### src/rtl/pic_pkg.sv
package pic_pkg;

    localparam int NUM_IRQ = 8;
    localparam int IDX_W   = $clog2(NUM_IRQ);
    localparam int DATA_W  = 8;
    localparam int ADDR_W  = 2;
    localparam int VB_W    = DATA_W - IDX_W;
    localparam int CMD_W   = 3;

    // data bit positions decoded by the command port
    localparam int B_INIT    = 4;
    localparam int B_OCW3    = 3;
    localparam int B_POLL    = 2;
    localparam int B_RSEL_EN = 1;
    localparam int B_RSEL    = 0;
    localparam int B_NEED4   = 0;
    localparam int B_SINGLE  = 1;
    localparam int B_AEOI    = 1;

    typedef enum logic [CMD_W-1:0] {
        CMD_ROT_OFF    = 3'd0,
        CMD_EOI_TOP    = 3'd1,
        CMD_NOP        = 3'd2,
        CMD_EOI_SEL    = 3'd3,
        CMD_ROT_ON     = 3'd4,
        CMD_EOI_TOP_RB = 3'd5,
        CMD_SET_BASE   = 3'd6,
        CMD_EOI_SEL_RB = 3'd7
    } pic_cmd_e;

    typedef enum logic [1:0] {
        STEP_RUN  = 2'd0,
        STEP_VEC  = 2'd1,
        STEP_CASC = 2'd2,
        STEP_MODE = 2'd3
    } init_step_e;

    typedef struct packed {
        logic [NUM_IRQ-1:0] irr;
        logic [NUM_IRQ-1:0] isr;
        logic [NUM_IRQ-1:0] imr;
        logic [NUM_IRQ-1:0] trig;
        logic [NUM_IRQ-1:0] last;
        logic [IDX_W-1:0]   base;
        logic [VB_W-1:0]    vbase;
        init_step_e         step;
        logic               need_mode;
        logic               single;
        logic               aeoi;
        logic               rot_aeoi;
        logic               rd_isr;
        logic               poll;
    } pic_state_t;

endpackage

### src/rtl/pic_req_sample.sv
module pic_req_sample #(
    parameter int N = 8
) (
    input  logic [N-1:0] lvl,
    input  logic [N-1:0] last,
    input  logic [N-1:0] trig,
    input  logic [N-1:0] irr_cur,
    output logic [N-1:0] irr_next
);

    for (genvar g = 0; g < N; g++) begin : g_line
        logic rise;
        assign rise        = lvl[g] & ~last[g];
        assign irr_next[g] = trig[g] ? lvl[g] : (irr_cur[g] | rise);
    end

endmodule

### src/rtl/pic_rot_prio.sv
module pic_rot_prio #(
    parameter int N  = 8,
    parameter int IW = 3
) (
    input  logic [N-1:0]  req,
    input  logic [IW-1:0] base,
    output logic          found,
    output logic [IW-1:0] offset,
    output logic [IW-1:0] index
);

    logic [N-1:0] rot;

    // rot[k] is the line at distance k from the base
    for (genvar g = 0; g < N; g++) begin : g_rot
        logic [IW-1:0] pos;
        assign pos    = IW'(g) + base;
        assign rot[g] = req[pos];
    end

    always_comb begin
        found  = 1'b0;
        offset = '0;
        for (int i = N - 1; i >= 0; i--) begin
            if (rot[i]) begin
                found  = 1'b1;
                offset = IW'(i);
            end
        end
    end

    assign index = offset + base;

endmodule

### src/rtl/pic_core.sv
module pic_core
    import pic_pkg::*;
(
    input  logic              clk,
    input  logic              rst_n,
    input  logic              bus_wr,
    input  logic              bus_rd,
    input  logic [ADDR_W-1:0] bus_addr,
    input  logic [DATA_W-1:0] bus_wdata,
    output logic [DATA_W-1:0] bus_rdata,
    input  logic [NUM_IRQ-1:0] irq_in,
    output logic              int_out,
    input  logic              int_ack,
    output logic [DATA_W-1:0] int_vector
);

    localparam logic [IDX_W-1:0] IDX_ONE  = IDX_W'(1);
    localparam logic [IDX_W-1:0] IDX_NONE = '1;

    pic_state_t s_q, s_d;

    logic [NUM_IRQ-1:0] irr_sampled;
    logic               pend_found, svc_found;
    logic [IDX_W-1:0]   pend_off, pend_idx, svc_off, svc_idx;
    logic               active;
    logic [IDX_W-1:0]   win_idx;
    pic_cmd_e           cmd;
    logic [IDX_W-1:0]   sel_idx;

    pic_req_sample #(.N(NUM_IRQ)) u_sample (
        .lvl      (irq_in),
        .last     (s_q.last),
        .trig     (s_q.trig),
        .irr_cur  (s_q.irr),
        .irr_next (irr_sampled)
    );

    pic_rot_prio #(.N(NUM_IRQ), .IW(IDX_W)) u_pend (
        .req    (s_q.irr & ~s_q.imr),
        .base   (s_q.base),
        .found  (pend_found),
        .offset (pend_off),
        .index  (pend_idx)
    );

    pic_rot_prio #(.N(NUM_IRQ), .IW(IDX_W)) u_svc (
        .req    (s_q.isr),
        .base   (s_q.base),
        .found  (svc_found),
        .offset (svc_off),
        .index  (svc_idx)
    );

    assign active     = pend_found && (!svc_found || (pend_off < svc_off));
    assign win_idx    = active ? pend_idx : IDX_NONE;
    assign int_out    = active;
    assign int_vector = {s_q.vbase, win_idx};
    assign cmd        = pic_cmd_e'(bus_wdata[DATA_W-1 -: CMD_W]);
    assign sel_idx    = bus_wdata[IDX_W-1:0];

    always_comb begin
        if (bus_addr[1])
            bus_rdata = s_q.trig;
        else if (s_q.poll)
            bus_rdata = {{VB_W{1'b0}}, win_idx};
        else if (bus_addr[0])
            bus_rdata = s_q.imr;
        else
            bus_rdata = s_q.rd_isr ? s_q.isr : s_q.irr;
    end

    always_comb begin
        s_d      = s_q;
        s_d.irr  = irr_sampled;
        s_d.last = irq_in;

        // acknowledge
        if (int_ack && active) begin
            if (s_q.aeoi) begin
                if (s_q.rot_aeoi)
                    s_d.base = pend_idx + IDX_ONE;
            end else begin
                s_d.isr[pend_idx] = 1'b1;
            end
            if (!s_q.trig[pend_idx])
                s_d.irr[pend_idx] = 1'b0;
        end

        // register writes
        if (bus_wr) begin
            if (bus_addr[1]) begin
                s_d.trig = bus_wdata;
            end else if (!bus_addr[0]) begin
                if (bus_wdata[B_INIT]) begin
                    s_d.irr       = '0;
                    s_d.isr       = '0;
                    s_d.imr       = '0;
                    s_d.last      = '0;
                    s_d.base      = '0;
                    s_d.vbase     = '0;
                    s_d.aeoi      = 1'b0;
                    s_d.rot_aeoi  = 1'b0;
                    s_d.rd_isr    = 1'b0;
                    s_d.poll      = 1'b0;
                    s_d.need_mode = bus_wdata[B_NEED4];
                    s_d.single    = bus_wdata[B_SINGLE];
                    s_d.step      = STEP_VEC;
                end else if (bus_wdata[B_OCW3]) begin
                    if (bus_wdata[B_POLL])
                        s_d.poll = 1'b1;
                    if (bus_wdata[B_RSEL_EN])
                        s_d.rd_isr = bus_wdata[B_RSEL];
                end else begin
                    unique case (cmd)
                        CMD_ROT_OFF:    s_d.rot_aeoi = 1'b0;
                        CMD_ROT_ON:     s_d.rot_aeoi = 1'b1;
                        CMD_EOI_TOP, CMD_EOI_TOP_RB: begin
                            if (svc_found) begin
                                s_d.isr[svc_idx] = 1'b0;
                                if (cmd == CMD_EOI_TOP_RB)
                                    s_d.base = svc_idx + IDX_ONE;
                            end
                        end
                        CMD_EOI_SEL:    s_d.isr[sel_idx] = 1'b0;
                        CMD_EOI_SEL_RB: begin
                            s_d.isr[sel_idx] = 1'b0;
                            s_d.base         = sel_idx + IDX_ONE;
                        end
                        CMD_SET_BASE:   s_d.base = sel_idx + IDX_ONE;
                        default:        ;
                    endcase
                end
            end else begin
                unique case (s_q.step)
                    STEP_RUN:  s_d.imr = bus_wdata;
                    STEP_VEC: begin
                        s_d.vbase = bus_wdata[DATA_W-1:IDX_W];
                        if (!s_q.single)
                            s_d.step = STEP_CASC;
                        else
                            s_d.step = s_q.need_mode ? STEP_MODE : STEP_RUN;
                    end
                    STEP_CASC: s_d.step = s_q.need_mode ? STEP_MODE : STEP_RUN;
                    STEP_MODE: begin
                        s_d.aeoi = bus_wdata[B_AEOI];
                        s_d.step = STEP_RUN;
                    end
                    default:   s_d.step = STEP_RUN;
                endcase
            end
        end

        // poll read
        if (bus_rd && !bus_addr[1] && s_q.poll) begin
            s_d.poll = 1'b0;
            if (active) begin
                s_d.irr[pend_idx] = 1'b0;
                s_d.isr[pend_idx] = 1'b0;
            end
        end
    end

    always_ff @(posedge clk or negedge rst_n) begin
        if (!rst_n)
            s_q <= '0;
        else
            s_q <= s_d;
    end

    // init word leaves no request or service state and keeps trigger modes
    assert_init_clears_R5: assert property (@(posedge clk) disable iff (!rst_n)
        (bus_wr && bus_addr == '0 && bus_wdata[B_INIT])
        |=> (!int_out && s_q.isr == '0 && s_q.imr == '0));

    assert_init_keeps_trig_R5: assert property (@(posedge clk) disable iff (!rst_n)
        (bus_wr && bus_addr == '0 && bus_wdata[B_INIT])
        |=> (s_q.trig == $past(s_q.trig)));

    // output only when an unmasked request exists
    assert_out_needs_unmasked_R4: assert property (@(posedge clk) disable iff (!rst_n)
        int_out |-> ((s_q.irr & ~s_q.imr) != '0));

    // the signalled index is pending, unmasked and not in service
    assert_winner_valid_R3: assert property (@(posedge clk) disable iff (!rst_n)
        int_out |-> (s_q.irr[int_vector[IDX_W-1:0]] && !s_q.imr[int_vector[IDX_W-1:0]]
                     && !s_q.isr[int_vector[IDX_W-1:0]]));

    assert_ack_sets_service_R8: assert property (@(posedge clk) disable iff (!rst_n)
        (int_ack && int_out && !s_q.aeoi && !bus_wr && !bus_rd)
        |=> s_q.isr[$past(int_vector[IDX_W-1:0])]);

    assert_edge_ack_clears_R1: assert property (@(posedge clk) disable iff (!rst_n)
        (int_ack && int_out && !s_q.trig[int_vector[IDX_W-1:0]] && !bus_wr)
        |=> !s_q.irr[$past(int_vector[IDX_W-1:0])]);

    assert_spurious_vector_R9: assert property (@(posedge clk) disable iff (!rst_n)
        (int_ack && !int_out) |-> (int_vector[IDX_W-1:0] == IDX_NONE));

endmodule

### config.mk
export PLATFORM = sky130hd
export DESIGN_NAME = pic_core
export DESIGN_NICKNAME = d
export VERILOG_FILES = /design/src/rtl/pic_pkg.sv /design/src/rtl/pic_req_sample.sv /design/src/rtl/pic_rot_prio.sv /design/src/rtl/pic_core.sv
export SDC_FILE = /design/constraint.sdc
export NUM_CORES = 1
export LEC_CHECK = 0
export CAP_MARGIN = 20
export CORE_ASPECT_RATIO = 0.7
export CORE_MARGIN = 2
export CORE_UTILIZATION = 54
export CTS_CLUSTER_SIZE = 14
export DETAILED_ROUTE_END_ITERATION = 16
export PLACE_DENSITY = 0.86
export SLEW_MARGIN = 40
export SYNTH_ARGS = -nofsm -noshare
export SYNTH_HDL_FRONTEND = slang
export SYNTH_HIERARCHICAL = 1
export SYNTH_SLANG_ARGS = --single-unit
### constraint.sdc
create_clock -name clk -period 4.64 [get_ports clk]
set_input_delay 0.696 -clock clk [delete_from_list [all_inputs] [get_ports clk]]
set_output_delay 0.696 -clock clk [all_outputs]
set_load 0.03 [all_outputs]
==> results.yml <==
run_status:
  run_status: "finished, violations left"
  violations: "setup timing"
route:
  dr.pass1.iters: 5
  wl_met1_mm: 5.98
  routedWlPerCell_um: 21.0
  ant_nets: 0
  met3_wirelength_mm: 1.91
  drtIter0Drc: 732
  vias_per_cell: 6.66
  highest_layer: "met4"
  vias: 4721
  wirelength_mm: 14.9
  dr_wl_met2_mm: 6.68
  drc_errors: 0
worst_setup_path:
  start_kind: "flip-flop"
  max_stage_delay_ns: 0.50
  slowest_stage: "mux4_2"
  crit_fanout: 6
  path_cells: "inv_2 -> ha_4 -> mux2i_4 -> mux4_2 -> o211ai_1 -> nand4_1 -> a221oi_2 -> buf_4 -> ha_4 -> inv_2 -> fa_2 -> xor2_2 -> a21o_2 -> mux2i_1 -> o21ai_2 -> buf_6"
  ff2ff_setup_slack_ns: 0.19
  arrival_ns: 3.98
  crit_required_ns: 3.94
  crit_type: "reg -> out"
  worst_setup_path_end_kind: "primary output"
global_routing:
  grt_pass1_vias: 4426
  overflow: 0
  grt_antenna_before_repair: 0
  grt_start_max_net_pins: 57
  track_usage: 0.297
  grt_pass1_wl_mm: 23.3
flow_run:
  cap_violations: 0
clocking:
  ctsRootBufferMaster: "clkbuf_16"
  clkTransAtPathRegs_ns: 0.07
  cts_tree: "built"
  htree_levels: 2
  clock_sinks: 56
  numCtsBuffers: 5
  cts.path.max_buffers: 2
  clkLatencyLatePin_ns: 0.30
timing:
  worstMarginPinSlew_ns: 0.743
  grt_setup_unrepaired: "true"
  slew_headroom: 0.505
  post-route-min-period_ns: 4.68
  setup_ws_ns: -0.0398
  skew_ns: 0.00535
  final-setup-viol-count: 2
  holdWs_ns: 0.480
  final.period_utilization: 1.01
  max_freq_ghz: 0.214
  final-max-slew-violation-count: 0
  hold_viol: 0
die:
  fp.dieH_um: 84.0
  die-area_um2: 9940
  num_rows: 29
  die_w_um: 118
  design.portCount: 40
  core_area_um2: 8960
  initial_core_util: 0.551
placed_design:
  gp_congestion: 0.927
  placed_area_um2: 5410
  hpwlAfterDp_mm: 11.0
  portBuffers: 39
  place_ws_ns: 0.0741
  dp_cells: 695
final_layout:
  layoutNonFillerInstCount: 709
  nets: 621
  final_design_area_no_fill_um2: 5790
  drive_gt1_frac: 0.236
  area_delta_synth_final_pct: 17.1
  antenna_cells: 0
logic_synthesis:
  netlist_area_um2: 4940
  yosysUniqueCellTypes: 60
  async_flop_share: 1.00
  synthCells: 546
  ys_seq_area_frac: 0.284
  ys.flop_type: "dfrtp_1"
  syn_avg_cell_area_um2: 9.05
  ys_seq_elements: 56
  synth_nets: 582
  synth_edf_count: 0
  ys_warn_count: 6
worst_hold_path:
  min_path_type: "reg -> reg"
-- worst paths after layout --
check                              start            end  cells after the start
max                              s_q[14]   bus_rdata[2]                     16
min                        int_vector[4]  int_vector[4]                      2
max reg2reg                      s_q[14]        s_q[54]                     17
min reg2reg                int_vector[4]  int_vector[4]                      2
max in group asynchronous          rst_n        s_q[13]                      2
min in group asynchronous          rst_n  int_vector[3]                      2
-- repair_timing --
item,in CTS,in global routing
resized for setup,14,26
setup buffers,0,7
hold buffers,0,0
cloned,0,0
endpoints found under the hold margin,0,0
setup endpoints to repair,4,5
pin swaps,1,10
-- cells in the mapped netlist, types with 3 or more instances --
cell       number  area [µm²]
a2111oi_0       3        26.3
a211oi_1        6        45.0
a21o_1          5        37.5
a21oi_1        21         105
a21oi_2         9        78.8
a22o_1          8        70.1
a22oi_1         6        45.0
a31oi_1        10        62.6
a32oi_1         4        35.0
buf_2           8        40.0
buf_4           8        60.1
buf_6           5        56.3
clkbuf_1       12        45.0
dfrtp_1        56        1400
ha_1           11         138
inv_1          28         105
mux2_2         18         203
mux2i_1        38         380
mux4_2         13         293
nand2_1        57         214
nand2b_1       15        93.8
nand3_1         8        40.0
nand4_1         6        37.5
nor2_1         27         101
nor2b_1        24         150
nor3_1         17        85.1
nor3b_1         4        30.0
nor4b_2         4        60.1
o211ai_1        4        30.0
o21ai_0        43         215
o21ai_1         3        15.0
o22ai_1         3        18.8
o31ai_2         4        50.1
or3_1           4        25.0
xnor2_1         4        35.0
xor2_1          9        78.8
-- routing by layer --
layer	vias up	global-route usage
met2	361	0.451
met5	-	0
met3	45	0.0601
met4	0	0.0690
met1	2253	0.434
li1	2062	-
-- flip-flops by register name, indices dropped and copies added (netlist names) --
name / flops
int_vector: 5
s_q: 51
-- layout make-up --
cell class	count	area (µm²)
sequential	56	1400
clock inverter	2	16.3
multi-input combinational	423	3360
clock buffer	5	125
timing repair buffer	69	613
inverter	30	113
fill	703	3170
tap	124	155
-- cells in the final DEF (no fill, tap or decap), types with 7 or more instances in the layout --
cell / instances
a21oi_1: 21
mux2i_1: 34
mux2_2: 18
ha_1: 7
nand3_1: 8
a22o_1: 8
mux4_2: 13
buf_4: 31
nor2b_1: 17
o21ai_0: 40
nor3_1: 16
nor2_1: 27
nor2b_2: 7
clkdlybuf4s50_1: 31
a21oi_2: 9
nand2b_1: 15
xor2_1: 8
a31oi_1: 10
nand2_1: 57
dfrtp_1: 56
inv_1: 25
-- per-stage QoR --
stage | util | setup TNS, ns
floorplan | - | -0.0642
global placement | 0.604 | 0
detailed placement | 0.604 | 0
CTS | 0.625 | 0
global route | 0.646 | -0.280
finish | 0.646 | -0.0517
-- critical path: cells and delay by family, from the launching register on --
kind | cells | cell delay (ns)
multiplexers | 3 | 0.87
AO/OA/AOI/OAI | 4 | 0.86
AND/OR/NAND/NOR | 1 | 0.15
buffers and inverters | 4 | 0.47
adder cells (fa/ha/maj) | 3 | 0.75
XOR/XNOR | 1 | 0.19
flip-flops | 1 | 0.40
-- logic make-up after synthesis --
group                      synth area share
and+or+nand+nor                       0.199
AOI/OAI and AO/OA                     0.193
muxes                                 0.194
buffers and inverters                0.0707
DFF                                   0.284
xor gates and xnor gates             0.0230
adders and majority gates            0.0360
Power is not shown: default switching activity piles up to over one toggle a cycle in this logic, so the estimate is an artifact.
